`config.mk`:
```
export PLATFORM = sky130hd
export DESIGN_NAME = i2c_regfile_target
export DESIGN_NICKNAME = d
export VERILOG_FILES = /design/src/rtl/i2c_tgt_pkg.sv /design/src/rtl/i2c_tgt_sync.sv /design/src/rtl/i2c_tgt_mem.sv /design/src/rtl/i2c_tgt_engine.sv /design/src/rtl/i2c_regfile_target.sv
export SDC_FILE = /design/constraint.sdc
export NUM_CORES = 2
export LEC_CHECK = 0
export ABC_AREA = 1
export BUFFER_PORTS_ARGS = -buffer_cell sky130_fd_sc_hd__buf_2
export CORE_ASPECT_RATIO = 1.2
export CORE_MARGIN = 1.5
export CORE_UTILIZATION = 43
export DETAILED_ROUTE_END_ITERATION = 7
export SLEW_MARGIN = 20
export SYNTH_ARGS = -nofsm -noshare
export SYNTH_HDL_FRONTEND = slang
export SYNTH_HIERARCHICAL = 1
export SYNTH_SLANG_ARGS = --single-unit
```
`constraint.sdc`:
```
create_clock -name clk_i -period 7.5 [get_ports clk_i]
set_input_delay 1.5 -clock clk_i [delete_from_list [all_inputs] [get_ports clk_i]]
set_output_delay 1.5 -clock clk_i [all_outputs]
set_load 0.02 [all_outputs]
```
`src/rtl/i2c_tgt_pkg.sv`:
```
package i2c_tgt_pkg;

  typedef enum logic [2:0] {
    ST_IDLE,
    ST_WAIT,     // START seen, waiting for SCL low
    ST_RX,       // shifting in a byte
    ST_ACK_OUT,  // driving ACK
    ST_TX,       // shifting out a byte
    ST_ACK_IN,   // sampling master ACK
    ST_TX_NEXT   // ACK seen, load on next SCL fall
  } st_e;

  typedef enum logic [1:0] {
    PH_ADDR,
    PH_PTR,
    PH_WR,
    PH_RD
  } ph_e;

endpackage

```
`src/rtl/i2c_tgt_sync.sv`:
```
module i2c_tgt_sync #(
  parameter int STAGES = 2
) (
  input  logic clk_i,
  input  logic rst_ni,
  input  logic d_i,
  output logic q_o,
  output logic q_prev_o
);

  logic [STAGES:0] chain;

  always_ff @(posedge clk_i or negedge rst_ni) begin
    if (!rst_ni) chain <= '1;
    else         chain <= {chain[STAGES-1:0], d_i};
  end

  assign q_o      = chain[STAGES-1];
  assign q_prev_o = chain[STAGES];

endmodule

```
`src/rtl/i2c_tgt_mem.sv`:
```
module i2c_tgt_mem #(
  parameter int AW = 8,
  parameter int DW = 8
) (
  input  logic          clk_i,
  input  logic          rst_ni,
  input  logic          we_i,
  input  logic [AW-1:0] addr_i,
  input  logic [DW-1:0] wdata_i,
  output logic [DW-1:0] rdata_o
);

  localparam int DEPTH = 1 << AW;

  logic [DW-1:0] mem [DEPTH];

  always_ff @(posedge clk_i or negedge rst_ni) begin
    if (!rst_ni) begin
      for (int i = 0; i < DEPTH; i++) mem[i] <= DW'(i + 1);
    end else if (we_i) begin
      mem[addr_i] <= wdata_i;
    end
  end

  assign rdata_o = mem[addr_i];

endmodule

```
`src/rtl/i2c_tgt_engine.sv`:
```
module i2c_tgt_engine
  import i2c_tgt_pkg::*;
#(
  parameter logic [6:0] DEV_ADDR = 7'h56,
  parameter int         PTR_W    = 8
) (
  input  logic             clk_i,
  input  logic             rst_ni,
  input  logic             scl_hi_i,
  input  logic             scl_rise_i,
  input  logic             scl_fall_i,
  input  logic             sda_i,
  input  logic             start_i,
  input  logic             stop_i,
  input  logic [7:0]       rd_data_i,
  output logic             we_o,
  output logic [7:0]       wdata_o,
  output logic [PTR_W-1:0] ptr_o,
  output logic             sda_oe_o,
  output st_e              st_o,
  output ph_e              ph_o
);

  localparam int BW = 8;
  localparam int CW = $clog2(BW);
  localparam logic [CW-1:0]    LAST  = CW'(BW - 1);
  localparam logic [PTR_W-1:0] P_ONE = 1;

  st_e              st;
  ph_e              ph;
  logic [CW-1:0]    cnt;
  logic [BW-1:0]    sh;
  logic             full;
  logic [PTR_W-1:0] ptr;
  logic             oe;
  logic             byte_end;

  assign byte_end = (st == ST_RX) && scl_fall_i && full;
  assign we_o     = byte_end && (ph == PH_WR) && !start_i && !stop_i;
  assign wdata_o  = sh;
  assign ptr_o    = ptr;
  assign sda_oe_o = oe;
  assign st_o     = st;
  assign ph_o     = ph;

  always_ff @(posedge clk_i or negedge rst_ni) begin
    if (!rst_ni) begin
      st   <= ST_IDLE;
      ph   <= PH_ADDR;
      cnt  <= '0;
      sh   <= '0;
      full <= 1'b0;
      ptr  <= '0;
      oe   <= 1'b0;
    end else if (start_i) begin
      st   <= ST_WAIT;
      ph   <= PH_ADDR;
      cnt  <= '0;
      full <= 1'b0;
      oe   <= 1'b0;
    end else if (stop_i) begin
      st   <= ST_IDLE;
      full <= 1'b0;
      oe   <= 1'b0;
    end else begin
      case (st)
        ST_WAIT: if (!scl_hi_i) begin
          st  <= ST_RX;
          cnt <= '0;
        end
        ST_RX: begin
          if (scl_rise_i) begin
            sh   <= {sh[BW-2:0], sda_i};
            cnt  <= cnt + 1'b1;
            full <= (cnt == LAST);
          end else if (byte_end) begin
            full <= 1'b0;
            case (ph)
              PH_ADDR: begin
                if (sh[BW-1:1] == DEV_ADDR) begin
                  oe <= 1'b1;
                  st <= ST_ACK_OUT;
                  ph <= sh[0] ? PH_RD : PH_PTR;
                end else begin
                  st <= ST_IDLE;
                end
              end
              PH_PTR: begin
                ptr <= PTR_W'(sh);
                ph  <= PH_WR;
                oe  <= 1'b1;
                st  <= ST_ACK_OUT;
              end
              PH_WR: begin
                ptr <= ptr + P_ONE;
                oe  <= 1'b1;
                st  <= ST_ACK_OUT;
              end
              default: st <= ST_IDLE;
            endcase
          end
        end
        ST_ACK_OUT: if (scl_fall_i) begin
          cnt <= '0;
          if (ph == PH_RD) begin
            sh  <= rd_data_i;
            oe  <= ~rd_data_i[BW-1];
            ptr <= ptr + P_ONE;
            st  <= ST_TX;
          end else begin
            oe <= 1'b0;
            st <= ST_RX;
          end
        end
        ST_TX: if (scl_fall_i) begin
          if (cnt == LAST) begin
            oe <= 1'b0;
            st <= ST_ACK_IN;
          end else begin
            sh  <= {sh[BW-2:0], 1'b0};
            oe  <= ~sh[BW-2];
            cnt <= cnt + 1'b1;
          end
        end
        ST_ACK_IN: if (scl_rise_i) st <= sda_i ? ST_IDLE : ST_TX_NEXT;
        ST_TX_NEXT: if (scl_fall_i) begin
          sh  <= rd_data_i;
          oe  <= ~rd_data_i[BW-1];
          ptr <= ptr + P_ONE;
          cnt <= '0;
          st  <= ST_TX;
        end
        default: ;
      endcase
    end
  end

endmodule

```
`src/rtl/i2c_regfile_target.sv`:
```
module i2c_regfile_target
  import i2c_tgt_pkg::*;
#(
  parameter logic [6:0] DEV_ADDR    = 7'h56,
  parameter int         PTR_W       = 8,
  parameter int         SYNC_STAGES = 2
) (
  input  logic clk_i,
  input  logic rst_ni,
  input  logic scl_i,
  input  logic sda_i,
  output logic sda_oe_o
);

  localparam int DW = 8;

  logic             scl_q, scl_p, sda_q, sda_p;
  logic             scl_rise, scl_fall, start, stop;
  logic             we;
  logic [DW-1:0]    wdata, rd_data;
  logic [PTR_W-1:0] ptr;
  st_e              st;
  ph_e              ph;

  i2c_tgt_sync #(.STAGES(SYNC_STAGES)) u_scl_sync (
    .clk_i(clk_i), .rst_ni(rst_ni), .d_i(scl_i), .q_o(scl_q), .q_prev_o(scl_p)
  );

  i2c_tgt_sync #(.STAGES(SYNC_STAGES)) u_sda_sync (
    .clk_i(clk_i), .rst_ni(rst_ni), .d_i(sda_i), .q_o(sda_q), .q_prev_o(sda_p)
  );

  assign scl_rise = scl_q & ~scl_p;
  assign scl_fall = ~scl_q & scl_p;
  assign start    = scl_q & scl_p & sda_p & ~sda_q;
  assign stop     = scl_q & scl_p & ~sda_p & sda_q;

  i2c_tgt_engine #(.DEV_ADDR(DEV_ADDR), .PTR_W(PTR_W)) u_engine (
    .clk_i     (clk_i),
    .rst_ni    (rst_ni),
    .scl_hi_i  (scl_q),
    .scl_rise_i(scl_rise),
    .scl_fall_i(scl_fall),
    .sda_i     (sda_q),
    .start_i   (start),
    .stop_i    (stop),
    .rd_data_i (rd_data),
    .we_o      (we),
    .wdata_o   (wdata),
    .ptr_o     (ptr),
    .sda_oe_o  (sda_oe_o),
    .st_o      (st),
    .ph_o      (ph)
  );

  i2c_tgt_mem #(.AW(PTR_W), .DW(DW)) u_mem (
    .clk_i  (clk_i),
    .rst_ni (rst_ni),
    .we_i   (we),
    .addr_i (ptr),
    .wdata_i(wdata),
    .rdata_o(rd_data)
  );

endmodule

```
======== Yosys cells after proc, flatten, opt, wreduce, memory -nomap -nowiden ========
Index checks and enable logic that the tools add are counted.
storage, ports and cells
  flip-flop bits (word level) ............. 2080
  input bits .............................. 4
  output and inout port bits .............. 1
operators by class
  $add $sub $neg .......................... 2
  magnitude comparators ................... 2
  equality and inequality tests ........... 38
  multiplexer cells ....................... 68
  bitwise operators ....................... 16
  reductions and logical operators ........ 28
operator list
  kind                                                                  count
  2048-bit bitwise mux                                                  1
  8-bit 2-to-1 mux                                                      14
  8-bit binary-select mux with 8-bit select                             1
  8-bit demux with 8-bit select                                         1
  3-bit 2-to-1 mux                                                      19
  8-bit case mux with 4 select lines                                    1
  9-bit AND reduction                                                   3
  8-bit case mux with 3 select lines                                    1
  4-bit by 1-bit != test with 1-bit output, second input constant       5
  3-bit case mux with 6 select lines                                    1
  2-bit 2-to-1 mux                                                      8
  8-bit case mux with 2 select lines                                    1
  1-bit 2-to-1 mux                                                      15
  2-bit by 1-bit != test with 1-bit output, second input constant       7
  3-bit equality test, second input constant                            4
  4-bit by 2-bit != test with 1-bit output, second input constant       3
  3-bit case mux with 4 select lines                                    1
  5-bit by 3-bit != test with 1-bit output, second input constant       2
  9-bit >= comparator, second input constant                            1
  9-bit by 1-bit < comparator with 1-bit output, second input constant  1
  3-bit by 1-bit != test with 1-bit output, second input constant       3
  3-bit by 2-bit != test with 1-bit output, second input constant       3
  8-bit NOT with 9-bit output                                           1
  3-bit nonzero test                                                    3
  other kinds (27)                                                      54

======== Longest topological paths before layout ========
  word-level depth ........................ 10
  mapped depth ............................ 21

======== Hierarchy ========
Netlist, hierarchy kept.
modules (own cells, without submodules)
  module              instances  cells an instance  area an instance (µm²)  sequential area each (µm²)
  i2c_tgt_mem         1          12607              95630.5                 52530.4
  i2c_tgt_engine      1          307                2160.8                  650.6
  i2c_tgt_sync        2          3                  78.8                    78.8
  i2c_regfile_target  1          11                 41.3                    0.0

======== Least setup slack after synthesis ========
No wires, ideal clock.
  kind .................................... reg2reg
  start point ............................. reg u_sda_sync.chain[1]
  end point ............................... reg u_mem/mem[534] (netlist name)
  library setup time ...................... 0.133 ns
  arrival ................................. 2.665 ns
  data required time ...................... 7.367 ns
  setup slack ............................. 4.702 ns
  cell stages (with the launch flop) ...... 15
  path buffers ............................ 3
  clock period less this slack ............ 2.798 ns
  cells stage by stage .................... dfstp_2 > inv_1 > nand2_1 > nor2_1 > nor2_8 > inv_1 > nor3_1 > inv_2 > buf_2 > nor3_2 > buf_2 > nand2_1 > clkbuf_1 > nand2_1 > o21ai_0
on the way
  cells in the longest elaborated chain, start to end .. 5
  elaborated cells between the ends (all ways) .. 7
RTL lines
  element                          line                      text
  start, declared                  i2c_tgt_sync.sv:11        logic [STAGES:0] chain;
  start signal, assigned           i2c_tgt_sync.sv:15        else chain <= {chain[STAGES-1:0], d_i};
  1-bit NOT                        i2c_regfile_target.sv:35  assign start = scl_q & scl_p & sda_p & ~sda_q;
  1-bit bitwise AND                i2c_regfile_target.sv:35
  named net start                  i2c_regfile_target.sv:18  logic scl_rise, scl_fall, start, stop;
  1-bit logical NOT                i2c_tgt_engine.sv:39      assign we_o = byte_end && (ph == PH_WR) && !start_i && !stop_i;
  1-bit logical AND (2 in series)  i2c_tgt_engine.sv:39
  named net we                     i2c_regfile_target.sv:19  logic we;
  end signal, assigned by index    i2c_tgt_mem.sv:21         mem[addr_i] <= wdata_i;
  end, declared                    i2c_tgt_mem.sv:15         logic [DW-1:0] mem [DEPTH];
The timed path passes the listed nets, and every way through them passes these cells.
A chain may end at the register's enable or synchronous reset.

======== Worst setup path in the final report ========
  start point ............................. reg u_engine.ptr[0], in the netlist u_engine/ptr_o[0]
  end point ............................... reg u_engine.oe, in the netlist u_engine/sda_oe_o
on the way
  cells in the longest elaborated chain, start to end .. 10
  elaborated cells between the ends (all ways) .. 11
RTL lines
  element                                                   line                                          text
  start, declared                                           i2c_tgt_engine.sv:34                          logic [PTR_W-1:0] ptr;
  start signal, assigned                                    i2c_tgt_engine.sv:89                          ptr <= PTR_W'(sh);
  start signal, assigned                                    i2c_tgt_engine.sv:95                          ptr <= ptr + P_ONE;
  start signal, assigned                                    i2c_tgt_engine.sv:108                         ptr <= ptr + P_ONE;
  8-bit NOT with 9-bit output (not written as such) (*)     i2c_tgt_mem.sv:25                             assign rdata_o = mem[addr_i];
  8-bit binary-select mux with 8-bit select (*)             i2c_tgt_mem.sv:25
  8-bit 2-to-1 mux (not written as such) (*) (2 in series)  i2c_tgt_mem.sv:25
  named net rd_data[7]                                      i2c_regfile_target.sv:20                      logic [DW-1:0] wdata, rd_data;
  1-bit NOT (*)                                             i2c_tgt_engine.sv:107, i2c_tgt_engine.sv:128
  1-bit 2-to-1 mux                                          i2c_tgt_engine.sv:105                         if (ph == PH_RD) begin
  1-bit 2-to-1 mux                                          i2c_tgt_engine.sv:103                         ST_ACK_OUT: if (scl_fall_i) begin
  1-bit case mux with 4 select lines (*)                    i2c_tgt_engine.sv:66                          case (st)
  1-bit 2-to-1 mux (*)                                      i2c_tgt_engine.sv:61                          end else if (stop_i) begin
  1-bit 2-to-1 mux (*)                                      i2c_tgt_engine.sv:55                          end else if (start_i) begin
  end signal, assigned                                      i2c_tgt_engine.sv:107                         oe <= ~rd_data_i[BW-1];
  end signal, assigned                                      i2c_tgt_engine.sv:121                         oe <= ~sh[BW-2];
  end signal, assigned                                      i2c_tgt_engine.sv:128                         oe <= ~rd_data_i[BW-1];
  end, declared                                             i2c_tgt_engine.sv:35                          logic oe;
Mark *: on every way through the listed nets, which the timed path passes. The rest lies on a longest branch. The select of a mux whose other input is x is not followed.

==> results.yml <==
timing:
  finalHoldViolCount: 0
  setup_violations: 0
  layout_setup_ws_ns: 2.331
  period_share_pct: 68.91
  rsz0062_at_grt: "false"
  setup_tns_ns: 0
  post-route-min-period_ns: 5.169
  clock_skew_ns: 0.05489
  fmax_mhz: 193.5
  slew_headroom_pct: 16.50
  worst_pin_slew_ns: 1.252
  maxSlewViolCount: 0
cts:
  cts.clk_slew.worst_paths_ns: 0.06
  cts_resized: 0
  insertion_delay_ns: 0.89
  postCtsHoldBufs: 0
  htree_levels: 4
  cts_tree: "yes"
  cts_root_buf: "clkbuf_16"
  cts.sink_count: 2080
  cts_setup_buffers: 0
  cts_buffers: 214
  cts.path.max_buffers: 3
critical_path:
  crit_fanout: 95
  required_ns: 8.32
  cp-end-kind: "register"
  worst-setup-path-type: "register to register"
  path_cells: "inv_8 -> buf_4 -> buf_12 -> nand2_1 -> nand2_1 -> nand2_1 -> nand2_1 -> nand2_1 -> nand2_1 -> o21ai_0 -> nand2_1 -> nor2_1 -> nor2_1 -> nor2_1 -> nand2_1 -> o21bai_1 -> a21oi_1 -> nand3_1 -> nand2_1"
  path_delay_family: "simple AND/OR/NAND/NOR gates"
  cp_slowest_cell: "dfrtp_4"
  path_common_cell: "nand2_1"
  cp.buffers_inverters: 3
  cp_data_arrival_time_ns: 5.99
  cpPeakStageDelay_ns: 0.75
  startpoint_type: "register"
drt:
  firstDrtPassIters: 6
  drt_iter0_markers: 7826
  vias: 83270
  drt.antenna.violating_nets: 0
  drcViolationCount: 0
  totalWireLength_um: 314100
  via_per_inst: 5.353
  wl_per_cell_um: 20.19
placement:
  gp_congestion: 0.8734
  port-buffer-count: 4
  dp_worst_setup_slack_ns: 2.574
  hpwl_um: 179800
die:
  dieArea_um2: 230800
  core_um2: 226100
  initial_core_util_pct: 43.34
  rows: 191
  die_x_um: 438.8
  die_y_um: 525.9
  num_io_pins: 5
synthesis:
  syn-cell-area_um2: 97990
  yosysSeqAreaShare_pct: 54.43
  syn-instance-count: 12930
  synth_top_area_share_pct: 27.62
  ys.warnings.count: 6
  ys_ff_latch: 2080
  synth.distinct_cells: 36
  syn-num-nets: 12940
  synth_area_leader_cell: "dfstp_2"
  synth.area.top_cells: "dfstp_2, dfrtp_1, nand2_1"
  avgSynthCellArea_um2: 7.578
finish:
  nNetsFinal: 12380
  final_core_util_pct: 47.30
  area_growth_pct: 9.129
  final_common_cell: "nand2_1"
  layout_common_cells: "nand2_1, o21ai_0, dfrtp_1"
  drive_gt1_share_pct: 12.64
power_and_ir_drop:
  p_leak_nw: 48.72
  p_total_mw: 29.33
  cellPowerDensity_nw_per_um2: 274.3
  max-vdd-ir-drop_mv: 0.3396
grt:
  grt_pass1_vias: 80630
  grtUsageTotal_pct: 27.03
  grt-ovfl-total: 0
  grt_pass1_wl_um: 487400
  grt_max_degree: 182
  grt_antenna_before_repair: 8
worst_hold_path:
  worstHoldPathType: "register to register"
job:
  max_cap_violations: 0
run_status:
  status: "finished clean"
[final cells by class]
class,instances,area [um^2]
Inverter,143,639.4
Tap cell,2991,3742
Multi-Input combinational cell,9800,40560
Sequential cell,2080,53350
Timing Repair Buffer,133,1379
Antenna cell,3,7.507
Clock buffer,352,6536
Clock inverter,55,721.9
Fill cell,22540,119100
[power by group]
part           leakage [nW]  internal [mW]  switching [mW]
registers              25.2           11.3           0.144
logic                  19.9          0.674            6.23
clock network          3.57           6.36            4.62
[final timing paths]
kind | startpoint | end | slack [ns] | depth (start not counted)
max | u_engine/ptr_o[0]$_DFFE_PN0P_ | u_engine/sda_oe_o$_DFFE_PN0P_ | 2.33 | 19
min | u_sda_sync/chain[0]$_DFF_PN1_ | u_sda_sync/chain[1]$_DFF_PN1_ | 0.38 | 0
max reg2reg | u_engine/ptr_o[0]$_DFFE_PN0P_ | u_engine/sda_oe_o$_DFFE_PN0P_ | 2.33 | 19
min reg2reg | u_sda_sync/chain[0]$_DFF_PN1_ | u_sda_sync/chain[1]$_DFF_PN1_ | 0.38 | 0
max in group asynchronous | rst_ni | u_mem/mem[1103]$_DFFE_PN0P_ | 4.96 | 3
min in group asynchronous | rst_ni | u_mem/mem[946]$_DFFE_PN0P_ | 0.60 | 1
[flip-flops by register name, indices dropped and copies added (netlist names)]
name	count
u_engine/full	1
u_engine/cnt	3
u_engine/ph_o	2
u_scl_sync/chain	3
u_engine/st_o	3
u_engine/sda_oe_o	1
u_sda_sync/chain	3
u_engine/wdata_o	8
u_mem/mem	2048
u_engine/ptr_o	8
[through the flow]
stage / instance area, um^2 / std cells / hold slack [ns]
after floorplan: 97990 / 12930 / 0.3452
after global placement: 99640 / 15150 / 0.3802
after detailed placement: 99650 / 15150 / 0.3795
after CTS: 106900 / 15550 / 0.3820
after global routing: 106900 / 15560 / 0.3783
final: 106900 / 15560 / 0.3808
[layer usage]
layer / global-route usage, % / vias to the layer above / share of wire [%]
li1: - / 39660 / -
met1: 36.08 / 40440 / 43
met2: 43.80 / 2584 / 46
met3: 3.718 / 588 / 6.0
met4: 11.73 / 2 / 4.6
met5: 0 / - / 0.0022
[cell usage after synthesis (all sizes together)]
library cell and n:
dfrtp 1050, nand2 6992, ha 8, o21bai 1, buf 217, o211ai 1
nor2 218, dfstp 1030, nand3b 2, nor3 24, clkbuf 691, a21oi 92
nand4 4, inv 143, xnor2 1, nand3 220, a21boi 1, o21ai 2236
[cells by family after synthesis]
kind of cell	count (synthesis)	synth area share, %
simple gates	7460	29.20
compound gates	2331	11.95
flops	2080	54.43
buf+inv	1051	4.312
fa+ha+maj	8	0.1022
xor+xnor	1	0.008940
(Power assumes the default switching activity.)
